File: config.mk
export PLATFORM = sky130hd
export DESIGN_NAME = fbscan_top
export DESIGN_NICKNAME = d
export VERILOG_FILES = /design/src/rtl/fbscan_pkg.sv /design/src/rtl/fbscan_regs.sv /design/src/rtl/fbscan_fetch.sv /design/src/rtl/fbscan_emit.sv /design/src/rtl/fbscan_top.sv
export SDC_FILE = /design/constraint.sdc
export NUM_CORES = 2
export LEC_CHECK = 0
export BUFFER_PORTS_ARGS = -buffer_cell sky130_fd_sc_hd__buf_2
export CELL_PAD_IN_SITES_DETAIL_PLACEMENT = 1
export CELL_PAD_IN_SITES_GLOBAL_PLACEMENT = 2
export CORE_MARGIN = 2
export CORE_UTILIZATION = 35
export CTS_CLUSTER_SIZE = 25
export DETAILED_ROUTE_END_ITERATION = 8
export PLACE_DENSITY = 0.59
export SETUP_SLACK_MARGIN = 0.1
export SLEW_MARGIN = 40
export SYNTH_ARGS = -nofsm -noshare
export SYNTH_HDL_FRONTEND = slang
export SYNTH_SLANG_ARGS = --single-unit
File: constraint.sdc
create_clock -name clk -period 5 [get_ports clk]
set_input_delay 0.75 -clock clk [delete_from_list [all_inputs] [get_ports clk]]
set_output_delay 0.75 -clock clk [all_outputs]
set_load 0.02 [all_outputs]
File: src/rtl/fbscan_pkg.sv
package fbscan_pkg;

    localparam int PIX_BITS = 32;

    localparam logic [6:0] OFS_CTRL = 7'h00;
    localparam logic [6:0] OFS_BASE = 7'h04;
    localparam logic [6:0] OFS_STAT = 7'h08;

    localparam int STAT_ACTIVE_BIT = 16;
    localparam int STAT_UFLOW_BIT  = 17;

    typedef enum logic {
        FR_WAIT = 1'b0,
        FR_RUN  = 1'b1
    } frame_state_e;

    typedef struct packed {
        logic        en;
        logic [31:0] base;
    } scan_cfg_t;

    typedef struct packed {
        logic [PIX_BITS-1:0] px;
        logic                sof;
        logic                eol;
    } pix_beat_t;

    // keep the top bits of each 8-bit channel: 5 red, 6 green, 5 blue
    function automatic logic [15:0] to_rgb565(input logic [PIX_BITS-1:0] p);
        return {p[23:19], p[15:10], p[7:3]};
    endfunction

endpackage

File: src/rtl/fbscan_regs.sv
module fbscan_regs
    import fbscan_pkg::*;
(
    input  logic        clk,
    input  logic        rst,
    input  logic        we,
    input  logic [6:0]  addr,
    input  logic [31:0] wdata,
    output logic [31:0] rdata,
    output scan_cfg_t   cfg,
    input  logic        uflow,
    input  logic [15:0] line,
    input  logic        active
);

    logic sticky;
    logic clr_sticky;

    assign clr_sticky = we && (addr == OFS_STAT) && wdata[STAT_UFLOW_BIT];

    always_ff @(posedge clk) begin
        if (rst) begin
            cfg    <= '0;
            sticky <= 1'b0;
        end else begin
            if (we && addr == OFS_CTRL) cfg.en   <= wdata[0];
            if (we && addr == OFS_BASE) cfg.base <= wdata;
            // a new underflow wins over a simultaneous clear
            if (uflow)           sticky <= 1'b1;
            else if (clr_sticky) sticky <= 1'b0;
        end
    end

    always_comb begin
        case (addr)
            OFS_CTRL: rdata = {31'b0, cfg.en};
            OFS_BASE: rdata = cfg.base;
            OFS_STAT: rdata = {14'b0, sticky, active, line};
            default:  rdata = '0;
        endcase
    end

    // an underflow reported by the emitter is always recorded
    a_r7_sticky_set: assert property (@(posedge clk) disable iff (rst)
        uflow |=> sticky);

endmodule

File: src/rtl/fbscan_fetch.sv
module fbscan_fetch #(
    parameter int MEM_W       = 128,
    parameter int BURST       = 8,
    parameter int DEPTH       = 16,
    parameter int TOTAL_WORDS = 120000
) (
    input  logic             clk,
    input  logic             rst,
    input  logic             frame_start,
    input  logic [31:0]      base_in,
    output logic             req_valid,
    input  logic             req_ready,
    output logic [31:0]      req_addr,
    input  logic             rsp_valid,
    input  logic [MEM_W-1:0] rsp_data,
    input  logic             pop,
    output logic [MEM_W-1:0] head,
    output logic             avail,
    output logic             quiet
);

    localparam int WORD_BYTES = MEM_W / 8;
    localparam int AW = (DEPTH > 1) ? $clog2(DEPTH) : 1;
    localparam int CW = $clog2(DEPTH + 1);
    localparam int IW = $clog2(TOTAL_WORDS + 1);

    logic [MEM_W-1:0] store [DEPTH];
    logic [AW-1:0]    wp, rp;
    logic [CW-1:0]    cnt, resv;
    logic [IW-1:0]    issued;
    logic [31:0]      base_q;
    logic             req_acc;

    assign req_valid = (issued != IW'(TOTAL_WORDS)) && (32'(resv) + BURST <= DEPTH);
    assign req_addr  = base_q + 32'(issued) * WORD_BYTES;
    assign req_acc   = req_valid && req_ready;
    assign head      = store[rp];
    assign avail     = (cnt != '0);
    assign quiet     = (issued == IW'(TOTAL_WORDS)) && (resv == '0);

    always_ff @(posedge clk) begin
        if (rst) begin
            issued <= IW'(TOTAL_WORDS);
            base_q <= '0;
            resv   <= '0;
            cnt    <= '0;
            wp     <= '0;
            rp     <= '0;
        end else begin
            if (frame_start) begin
                issued <= '0;
                base_q <= base_in;
            end else if (req_acc) begin
                issued <= issued + IW'(BURST);
            end
            resv <= resv + (req_acc ? CW'(BURST) : CW'(0)) - (pop ? CW'(1) : CW'(0));
            cnt  <= cnt + (rsp_valid ? CW'(1) : CW'(0)) - (pop ? CW'(1) : CW'(0));
            if (rsp_valid) wp <= (wp == AW'(DEPTH - 1)) ? '0 : wp + AW'(1);
            if (pop)       rp <= (rp == AW'(DEPTH - 1)) ? '0 : rp + AW'(1);
        end
    end

    always_ff @(posedge clk) begin
        if (rsp_valid) store[wp] <= rsp_data;
    end

    // a pending request holds its address until accepted
    a_r5_req_hold: assert property (@(posedge clk) disable iff (rst)
        req_valid && !req_ready |=> req_valid && $stable(req_addr));

    // reserved space means returned data always finds room
    a_r5_no_overflow: assert property (@(posedge clk) disable iff (rst)
        rsp_valid |-> (32'(cnt) < DEPTH));

    // the emitter never pops a word that is not there
    a_r7_no_pop_empty: assert property (@(posedge clk) disable iff (rst)
        pop |-> avail);

endmodule

File: src/rtl/fbscan_emit.sv
module fbscan_emit
    import fbscan_pkg::*;
#(
    parameter int MEM_W    = 128,
    parameter int FRAME_W  = 800,
    parameter int FRAME_H  = 600,
    parameter int PPW      = 4,
    parameter int TOTAL_PX = 480000
) (
    input  logic             clk,
    input  logic             rst,
    input  logic             en,
    input  logic             quiet,
    output logic             frame_start,
    input  logic [MEM_W-1:0] head,
    input  logic             avail,
    output logic             pop,
    output logic             pix_valid,
    input  logic             pix_ready,
    output pix_beat_t        beat,
    output logic             uflow,
    output logic [15:0]      line,
    output logic             active
);

    localparam int XW = $clog2(FRAME_W);
    localparam int YW = $clog2(FRAME_H);
    localparam int SW = (PPW > 1) ? $clog2(PPW) : 1;
    localparam int KW = $clog2(TOTAL_PX + 1);

    frame_state_e  state;
    logic [XW-1:0] x;
    logic [YW-1:0] y;
    logic [SW-1:0] slot;
    logic [KW-1:0] skip;

    logic run, take, have_px, discard, use_px, consume, last_px;
    logic [PIX_BITS-1:0] slot_px;

    assign run         = (state == FR_RUN);
    assign take        = run && pix_ready;
    assign have_px     = avail && (skip == '0);
    assign discard     = avail && (skip != '0);
    assign use_px      = take && have_px;
    assign consume     = use_px || discard;
    assign uflow       = take && !have_px;
    assign pop         = consume && (slot == SW'(PPW - 1));
    assign frame_start = !run && quiet && en;
    assign last_px     = (x == XW'(FRAME_W - 1)) && (y == YW'(FRAME_H - 1));
    assign slot_px     = head[int'(slot) * PIX_BITS +: PIX_BITS];

    assign pix_valid = run;
    assign beat.px   = have_px ? slot_px : '0;
    assign beat.sof  = run && (x == '0) && (y == '0);
    assign beat.eol  = run && (x == XW'(FRAME_W - 1));
    assign line      = 16'(y);
    assign active    = run;

    always_ff @(posedge clk) begin
        if (rst) begin
            state <= FR_WAIT;
            x     <= '0;
            y     <= '0;
            slot  <= '0;
            skip  <= '0;
        end else begin
            if (frame_start) begin
                state <= FR_RUN;
                x     <= '0;
                y     <= '0;
            end else if (take) begin
                if (x == XW'(FRAME_W - 1)) begin
                    x <= '0;
                    y <= (y == YW'(FRAME_H - 1)) ? '0 : y + YW'(1);
                end else begin
                    x <= x + XW'(1);
                end
                if (last_px) state <= FR_WAIT;
            end
            if (consume) slot <= (slot == SW'(PPW - 1)) ? '0 : slot + SW'(1);
            skip <= skip + KW'(uflow) - KW'(discard);
        end
    end

    // end-of-line marks are never adjacent on accepted pixels
    a_r4_eol_spacing: assert property (@(posedge clk) disable iff (rst)
        take && beat.eol |=> !beat.eol);

    // a frame start presents pixel 0 of line 0 next
    a_r6_sof_after_start: assert property (@(posedge clk) disable iff (rst)
        frame_start |=> pix_valid && beat.sof);

    // a frame only begins while enabled
    a_r9_start_needs_en: assert property (@(posedge clk) disable iff (rst)
        $rose(run) |-> $past(en));

endmodule

File: src/rtl/fbscan_top.sv
module fbscan_top
    import fbscan_pkg::*;
#(
    parameter int FRAME_W     = 800,
    parameter int FRAME_H     = 600,
    parameter int MEM_W       = 128,
    parameter int CHAN_BITS   = 8,
    parameter int BURST_WORDS = 8,
    parameter int FIFO_WORDS  = 2 * BURST_WORDS
) (
    input  logic             clk,
    input  logic             rst,
    input  logic             cfg_we,
    input  logic [6:0]       cfg_addr,
    input  logic [31:0]      cfg_wdata,
    output logic [31:0]      cfg_rdata,
    output logic             mem_req_valid,
    input  logic             mem_req_ready,
    output logic [31:0]      mem_req_addr,
    input  logic             mem_rsp_valid,
    input  logic [MEM_W-1:0] mem_rsp_data,
    output logic             pix_valid,
    input  logic             pix_ready,
    output logic [31:0]      pix_data,
    output logic             pix_sof,
    output logic             pix_eol,
    output logic [15:0]      pix_rgb565
);

    localparam int PPW         = MEM_W / PIX_BITS;
    localparam int TOTAL_PX    = FRAME_W * FRAME_H;
    localparam int TOTAL_WORDS = TOTAL_PX / PPW;

    if (MEM_W < PIX_BITS || MEM_W % PIX_BITS != 0) begin : g_bad_word
        $error("memory word width must be a multiple of 32 bits");
    end
    if (CHAN_BITS != 8) begin : g_bad_chan
        $error("only 8 bits per colour channel are supported");
    end
    if (TOTAL_PX % PPW != 0 || TOTAL_WORDS % BURST_WORDS != 0) begin : g_bad_frame
        $error("frame must divide into whole words and bursts");
    end
    if (FIFO_WORDS < 2 * BURST_WORDS) begin : g_bad_fifo
        $error("prefetch FIFO must hold at least two bursts");
    end

    scan_cfg_t   cfg;
    pix_beat_t   beat;
    logic        frame_start, quiet, avail, pop, uflow, active;
    logic [15:0] line;
    logic [MEM_W-1:0] head;

    fbscan_regs i_regs (
        .clk    (clk),
        .rst    (rst),
        .we     (cfg_we),
        .addr   (cfg_addr),
        .wdata  (cfg_wdata),
        .rdata  (cfg_rdata),
        .cfg    (cfg),
        .uflow  (uflow),
        .line   (line),
        .active (active)
    );

    fbscan_fetch #(
        .MEM_W       (MEM_W),
        .BURST       (BURST_WORDS),
        .DEPTH       (FIFO_WORDS),
        .TOTAL_WORDS (TOTAL_WORDS)
    ) i_fetch (
        .clk         (clk),
        .rst         (rst),
        .frame_start (frame_start),
        .base_in     (cfg.base),
        .req_valid   (mem_req_valid),
        .req_ready   (mem_req_ready),
        .req_addr    (mem_req_addr),
        .rsp_valid   (mem_rsp_valid),
        .rsp_data    (mem_rsp_data),
        .pop         (pop),
        .head        (head),
        .avail       (avail),
        .quiet       (quiet)
    );

    fbscan_emit #(
        .MEM_W    (MEM_W),
        .FRAME_W  (FRAME_W),
        .FRAME_H  (FRAME_H),
        .PPW      (PPW),
        .TOTAL_PX (TOTAL_PX)
    ) i_emit (
        .clk         (clk),
        .rst         (rst),
        .en          (cfg.en),
        .quiet       (quiet),
        .frame_start (frame_start),
        .head        (head),
        .avail       (avail),
        .pop         (pop),
        .pix_valid   (pix_valid),
        .pix_ready   (pix_ready),
        .beat        (beat),
        .uflow       (uflow),
        .line        (line),
        .active      (active)
    );

    assign pix_data   = beat.px;
    assign pix_sof    = beat.sof;
    assign pix_eol    = beat.eol;
    assign pix_rgb565 = to_rgb565(beat.px);

endmodule

# Yosys cells after proc, flatten, opt, wreduce, memory -nomap -nowiden
# Memory sizes are Yosys's and may differ from the RTL's. A register that Yosys moved wholly into a read port is not among the register bits.
# Cells that the tools add are included.
dict set report classes {
  reduce_logical 36
  n_eq_ne 9
  magnitude_cmp 1
  add_sub_neg 14
  muxes 21
  shift 1
}
# operator count
set op_table {}
lappend op_table {{variable part select 128 x 8 -> 32 bit} 1}
lappend op_table {{one-hot mux 32 bit (3 select lines)} 1}
lappend op_table {{2-to-1 mux 17 bit} 2}
lappend op_table {{adder 32 x 21 -> 32 bit} 1}
lappend op_table {{<= comparator 32 x 5 -> 1 bit, second input constant} 1}
lappend op_table {{2-to-1 mux 32 bit} 1}
lappend op_table {{adder 10 x 1 -> 10 bit, second input constant} 2}
lappend op_table {{equality test 10 bit, second input constant} 2}
lappend op_table {{logical NOT 10 bit} 2}
lappend op_table {{2-to-1 mux 10 bit} 2}
lappend op_table {{2-to-1 mux 4 bit} 5}
lappend op_table {{adder 19 x 1 -> 19 bit} 1}
lappend op_table {{logical AND 1 bit} 19}
lappend op_table {{logical NOT 19 bit} 1}
lappend op_table {{nonzero test 19 bit} 1}
lappend op_table {{subtractor 19 x 1 -> 19 bit} 1}
lappend op_table {{adder 17 x 4 -> 17 bit, second input constant} 1}
lappend op_table {{equality test 17 bit, second input constant} 1}
lappend op_table {{inequality test 17 bit, second input constant} 1}
lappend op_table {{adder 5 bit} 2}
lappend op_table {{subtractor 5 bit} 2}
lappend op_table {{2-to-1 mux 1 bit} 9}
lappend op_table {{adder 4 x 1 -> 4 bit, second input constant} 2}
lappend op_table {{equality test 4 bit, second input constant} 2}
lappend op_table {{14 further kinds} 19}
dict set report word_totals {
  elab_cells 98
  mem_bits_rw 2048
  input_bits 173
  reg_bits 143
  n_memories 1
  output_inout_bits 116
}
# memory depth word_bits read_ports rd_ports_with_merged_regs write_ports line
set mem_list {}
lappend mem_list {i_fetch.store 16 128 1 1 1 fbscan_fetch.sv:27} ;# logic [MEM_W-1:0] store [DEPTH];

# Logic depth before layout (Yosys ltp)
dict set report logic_depth {
  word_depth 7
  depth_mapped 16
  ltp_nobuf 15
}

# Modules after synthesis
# From an unflattened synthesis, not the netlist that was laid out.
dict set report hier_totals {
  hier_cells 3971
  area_unflattened_um2 86387.9
}
# module cells_each n_inst area_each_um2
set modules_own_cells {}
lappend modules_own_cells {fbscan_fetch 3316 1 80581.0}
lappend modules_own_cells {fbscan_emit 425 1 3777.4}
lappend modules_own_cells {fbscan_regs 214 1 1909.3}
lappend modules_own_cells {fbscan_top 16 1 120.1}

# Worst setup path before layout
# OpenSTA, ideal clock, no wires.
dict set report synth_path {
  kind {input to register}
  start {input port mem_rsp_valid}
  end {memory i_fetch.store[0][0] (enable)}
  t_arrival_ns 4.241
  setup_ns 0.502
  setup_slack_ns 0.257
  path_buffers 1
  cell_stages 3
  cell_sequence {clkbuf_1 -> nor3b_1 -> and2_1}
}
dict set report synth_via {
  elab_chain_len 2
}
# item line
set synth_lines {}
lappend synth_lines {{from (decl)} fbscan_top.sv:20} ;# input logic mem_rsp_valid,
lappend synth_lines {{2-to-1 mux 1 bit} fbscan_fetch.sv:64} ;# if (rsp_valid) store[wp] <= rsp_data;
lappend synth_lines {{2-to-1 mux 1 bit (not written as such)} fbscan_fetch.sv:64}
lappend synth_lines {{to (decl)} fbscan_fetch.sv:27}
# No other way between the ends.

# Worst setup path in the final report
dict set report layout_path {
  start {register i_emit.skip[8]}
  end {output port pix_rgb565[1]}
}
dict set report layout_via {
  elab_chain_len 3
}
# item line
set layout_lines {}
lappend layout_lines {{from (decl)} fbscan_emit.sv:35} ;# logic [KW-1:0] skip;
lappend layout_lines {{from (signal assigned)} fbscan_emit.sv:81} ;# skip <= skip + KW'(uflow) - KW'(discard);
lappend layout_lines {{logical NOT 19 bit} fbscan_emit.sv:42} ;# assign have_px = avail && (skip == '0);
lappend layout_lines {{logical AND 1 bit} fbscan_emit.sv:42}
lappend layout_lines {{2-to-1 mux 32 bit} fbscan_emit.sv:53} ;# assign beat.px = have_px ? slot_px : '0;
lappend layout_lines {{to (decl)} fbscan_top.sv:27} ;# output logic [15:0] pix_rgb565
# No other way between the ends.

==> impl_results.md <==
- H-tree depth: 4
- Levels on crit path: 13
- Post-route insts no fill: 8110
- Origin of the worst min-delay path: cfg_wdata[16]
- RePlAce Congestion: 0.734
- Commonest non-fill, non-tap cell in the layout: edfxtp_1
- Fillers: 23.4k
- Die Ht: 500 µm
- Most used cell, CP: buf_4
- Outcome: finished clean
- Vias: 43.3k
- CORE AREA: ~250000 µm²
- Unrepaired setup endpoints after global routing: yes
- CP max stage delay: 0.41 ns
- Syn Area/Cell: 20.4 µm²
- Share of cells above drive strength 1: between 20% and 30%
- Drt total wl: 240 mm
- Setup WS pre-CTS: 0.446 ns
- CP Class: flip-flop to primary output
- Clock sinks: 2192
- Critical path capture point type: primary output
- Slew HR: a little under half
- Drt wl/cell: between 20 and 30 µm
- Die area: 250000 µm²
- DRC viols: 0
- RR Startpoint: i_emit.skip[8]
- CTS tree: built
- Max Transition Viols Final: 0
- Clk pin slew, worst setup/hold paths: ~0.060 ns
- Starting Density: 35.1%
- Cell Rows: 182
- GRT overflow: 0
- Synth Warn #: 0
- Data arrival time of the worst path: 3.99 ns
- Clock skew: 0.0440 ns
- Worst setup SP type: flip-flop
- Vias per cell: 5.34
- First-pass GRT wire length: 346 mm
- Pwr Density: a little over 400 nW/µm²
- Synth Instances: approximately 4.2k
- Final Hold Vio Count: 0
- Max-cap viol count: 0
- PortBufs: 288
- R2r endpoint: i_emit.skip[14]
- Max Fclk: 211 MHz
- Lkg Pwr: between 30 and 40 nW
- Drt initial violations: 3435
- Initial antenna violation count: 60
- Crit path buf inv count: 6
- Vias in the first global route: 46.2k
- CTS Hold Bufs: 0
- Root Buffer: clkbuf_16
- Peak supply drop: 0.291 mV
- R2R setup slack: 0.96 ns
- Layout net count: 4920
- Top_reg_cell synth: edfxtp_1
- Setup slack after layout: 0.258 ns
- Maximum number of pins on one net before global-route repair: 75
- P&R area growth vs syn: 16.3%
- Hold_ws: between 0.1 and 0.15 ns
- WHS Endpoint: i_regs.cfg[16]
- CP Cell Sequence: inv_1 > ha_1 > nand4b_1 > nor4_4 > buf_4 > buf_4 > nand2b_2 > buf_4 > a211oi_2 > a221oi_2 > a21oi_1 > buf_4 > buf_2
- FF-to-FF path depth: 16
- FFs w/ async S/R, synth: 0%
- Post-layout min period: 4.74 ns
- CP top delay family: buffers and inverters
- Synth Register Bits: 2192
- Critical Path Fanout Max: 9
- DP HPWL: around 140 mm
- Post-synthesis sequential area ratio: 74.6%
- Sequential cell area: 64400 µm²
- Fin crit share: 94.8%
- Slowest CP cell: a211oi_2
- Multi-input logic area: ~21000 µm²
- EDFF count, synth: about 2k
- Io pins: 289
- Synth cell types: 73
- Syn Nets: 4463
- Post-route ant nets: 0
- Pre-antenna DRT Iters: 5
- Post-Syn Area: approximately 86000 µm²
- Most frequent cells in the layout: edfxtp_1 (2048), mux4_2 (551), buf_2 (287)
- CTS Buf Count: 230
- CTS Buffer Depth: 3
- Worst Hold Class: input pin to flip-flop
- Placed insts: 7658
- Hold depth: 3
- Die Wd: around 500 µm
- Least-Margin Pin Slew: between 0.8 and 0.9 ns
- GRT Total Usage: 19.1%
- Req. time, crit path: around 4.3 ns
- Final setup fails: 0
- Clk_lat worst skew: 0.88 ns
==> cell usage after synthesis (20+ instances only) <==
cell type / count / area (µm²)
and2_1: 42 / 263
mux4_2: 551 / 12400
nor2_1: 77 / 289
xnor2_1: 44 / 385
a22oi_1: 48 / 360
a21oi_1: 146 / 731
a211oi_1: 36 / 270
nand2_1: 211 / 792
buf_2: 79 / 395
buf_4: 46 / 345
nand3_1: 29 / 145
inv_1: 59 / 221
ha_1: 65 / 813
edfxtp_1: 2048 / 61500
dfxtp_1: 144 / 2880
mux2i_1: 144 / 1440
o21ai_0: 32 / 160
clkbuf_1: 84 / 315
xor2_1: 23 / 201
nor3_1: 24 / 120
nor2b_1: 47 / 294
buf_1: 20 / 75.1
==> tightest hold or removal path, cell delays in order <==
cell and delay (ns):
buf_2 0.09, nand2_1 0.04, a21oi_1 0.05
==> how the worst max path moves through the flow <==
stage,startpoint,to,slack (ns)
2_1_floorplan,mem_rsp_valid,i_fetch.store[0][0],0.26
3_3_place_gp,i_fetch.cnt[2],pix_data[4],-0.01
3_5_place_dp,i_fetch.cnt[2],pix_rgb565[1],0.45
4_1_cts,i_emit.skip[12],pix_data[24],0.02
5_1_grt,i_emit.skip[4],pix_data[4],0.05
6_report,i_emit.skip[8],pix_rgb565[1],0.26
==> timing repair <==
| action | 4_1_cts | 5_1_grt |
|---|---|---|
| endpoints found under the setup margin | 26 | 18 |
| setup buffers | 6 | 1 |
| pin swaps | 1 | 2 |
| hold endpoints to repair | 0 | 0 |
| gates resized for setup | 8 | 3 |
==> power breakdown <==
part	internal [mW]	total (mW)	switching, mW	leakage, nW
registers	20.3	20.5	0.125	19.7
logic	1.86	4.24	2.38	7.99
clock network	9.63	16.9	7.28	3.58
==> area by class of cell <==
class,count,share of cell area [%]
antenna,14,0.0349
clock buffer,292,6.01
clock inverter,138,1.42
inverter,59,0.221
multi-input combinational,1735,20.5
sequential,2192,64.2
tap,3220,4.02
timing repair buffer,460,3.59
==> logic make-up (layout without fill, tap and decap cells) <==
group           Yosys count  count (layout)  synth area share (%)
flops                  2192            2192                  74.6
mux                     713             713                  16.3
simple gates            521             521                  2.97
compound gates          365             365                  2.73
buf+inv                 294             949                  1.65
fa+ha+maj                69              69                  1.04
xor+xnor                 67              67                 0.680
other cells               0              14                     0
==> stage by stage <==
| stage | area, µm² | utilization, % | total power [mW] | TNS, ns |
|---|---|---|---|---|
| 2_1_floorplan | 86200 | - | 23.7 | 0 |
| 3_3_place_gp | 92600 | 37.7 | 25.1 | -0.0269 |
| 3_5_place_dp | 92700 | 37.8 | 25.1 | 0 |
| 4_1_cts | 100000 | 40.8 | 42.2 | 0 |
| 5_1_grt | 100000 | 40.9 | 43.2 | 0 |
| 6_report | 100000 | 40.9 | 41.6 | 0 |
==> registers in the layout, summed over array words and instances (netlist names), named ones only <==
signal          count
i_emit.x           10
i_emit.skip        19
i_fetch.rp          4
i_fetch.wp          4
i_regs.sticky       1
i_emit.slot         2
i_fetch.resv        5
i_fetch.cnt         5
i_fetch.issued     14
i_regs.cfg         33
i_emit.y           10
i_fetch.store    2048
i_emit.active       1
i_fetch.base_q     32
==> metal layers <==
metal | GRT usage, % | share of wire [%] | routed length, µm
met1 | 27.0 | 45 | 107000
met2 | 31.7 | 49 | 118000
met3 | 2.90 | 4.5 | 10700
met4 | 3.54 | 1.6 | 3930
met5 | 0 | 0.074 | 177
Power figures use the tool's default switching activity.
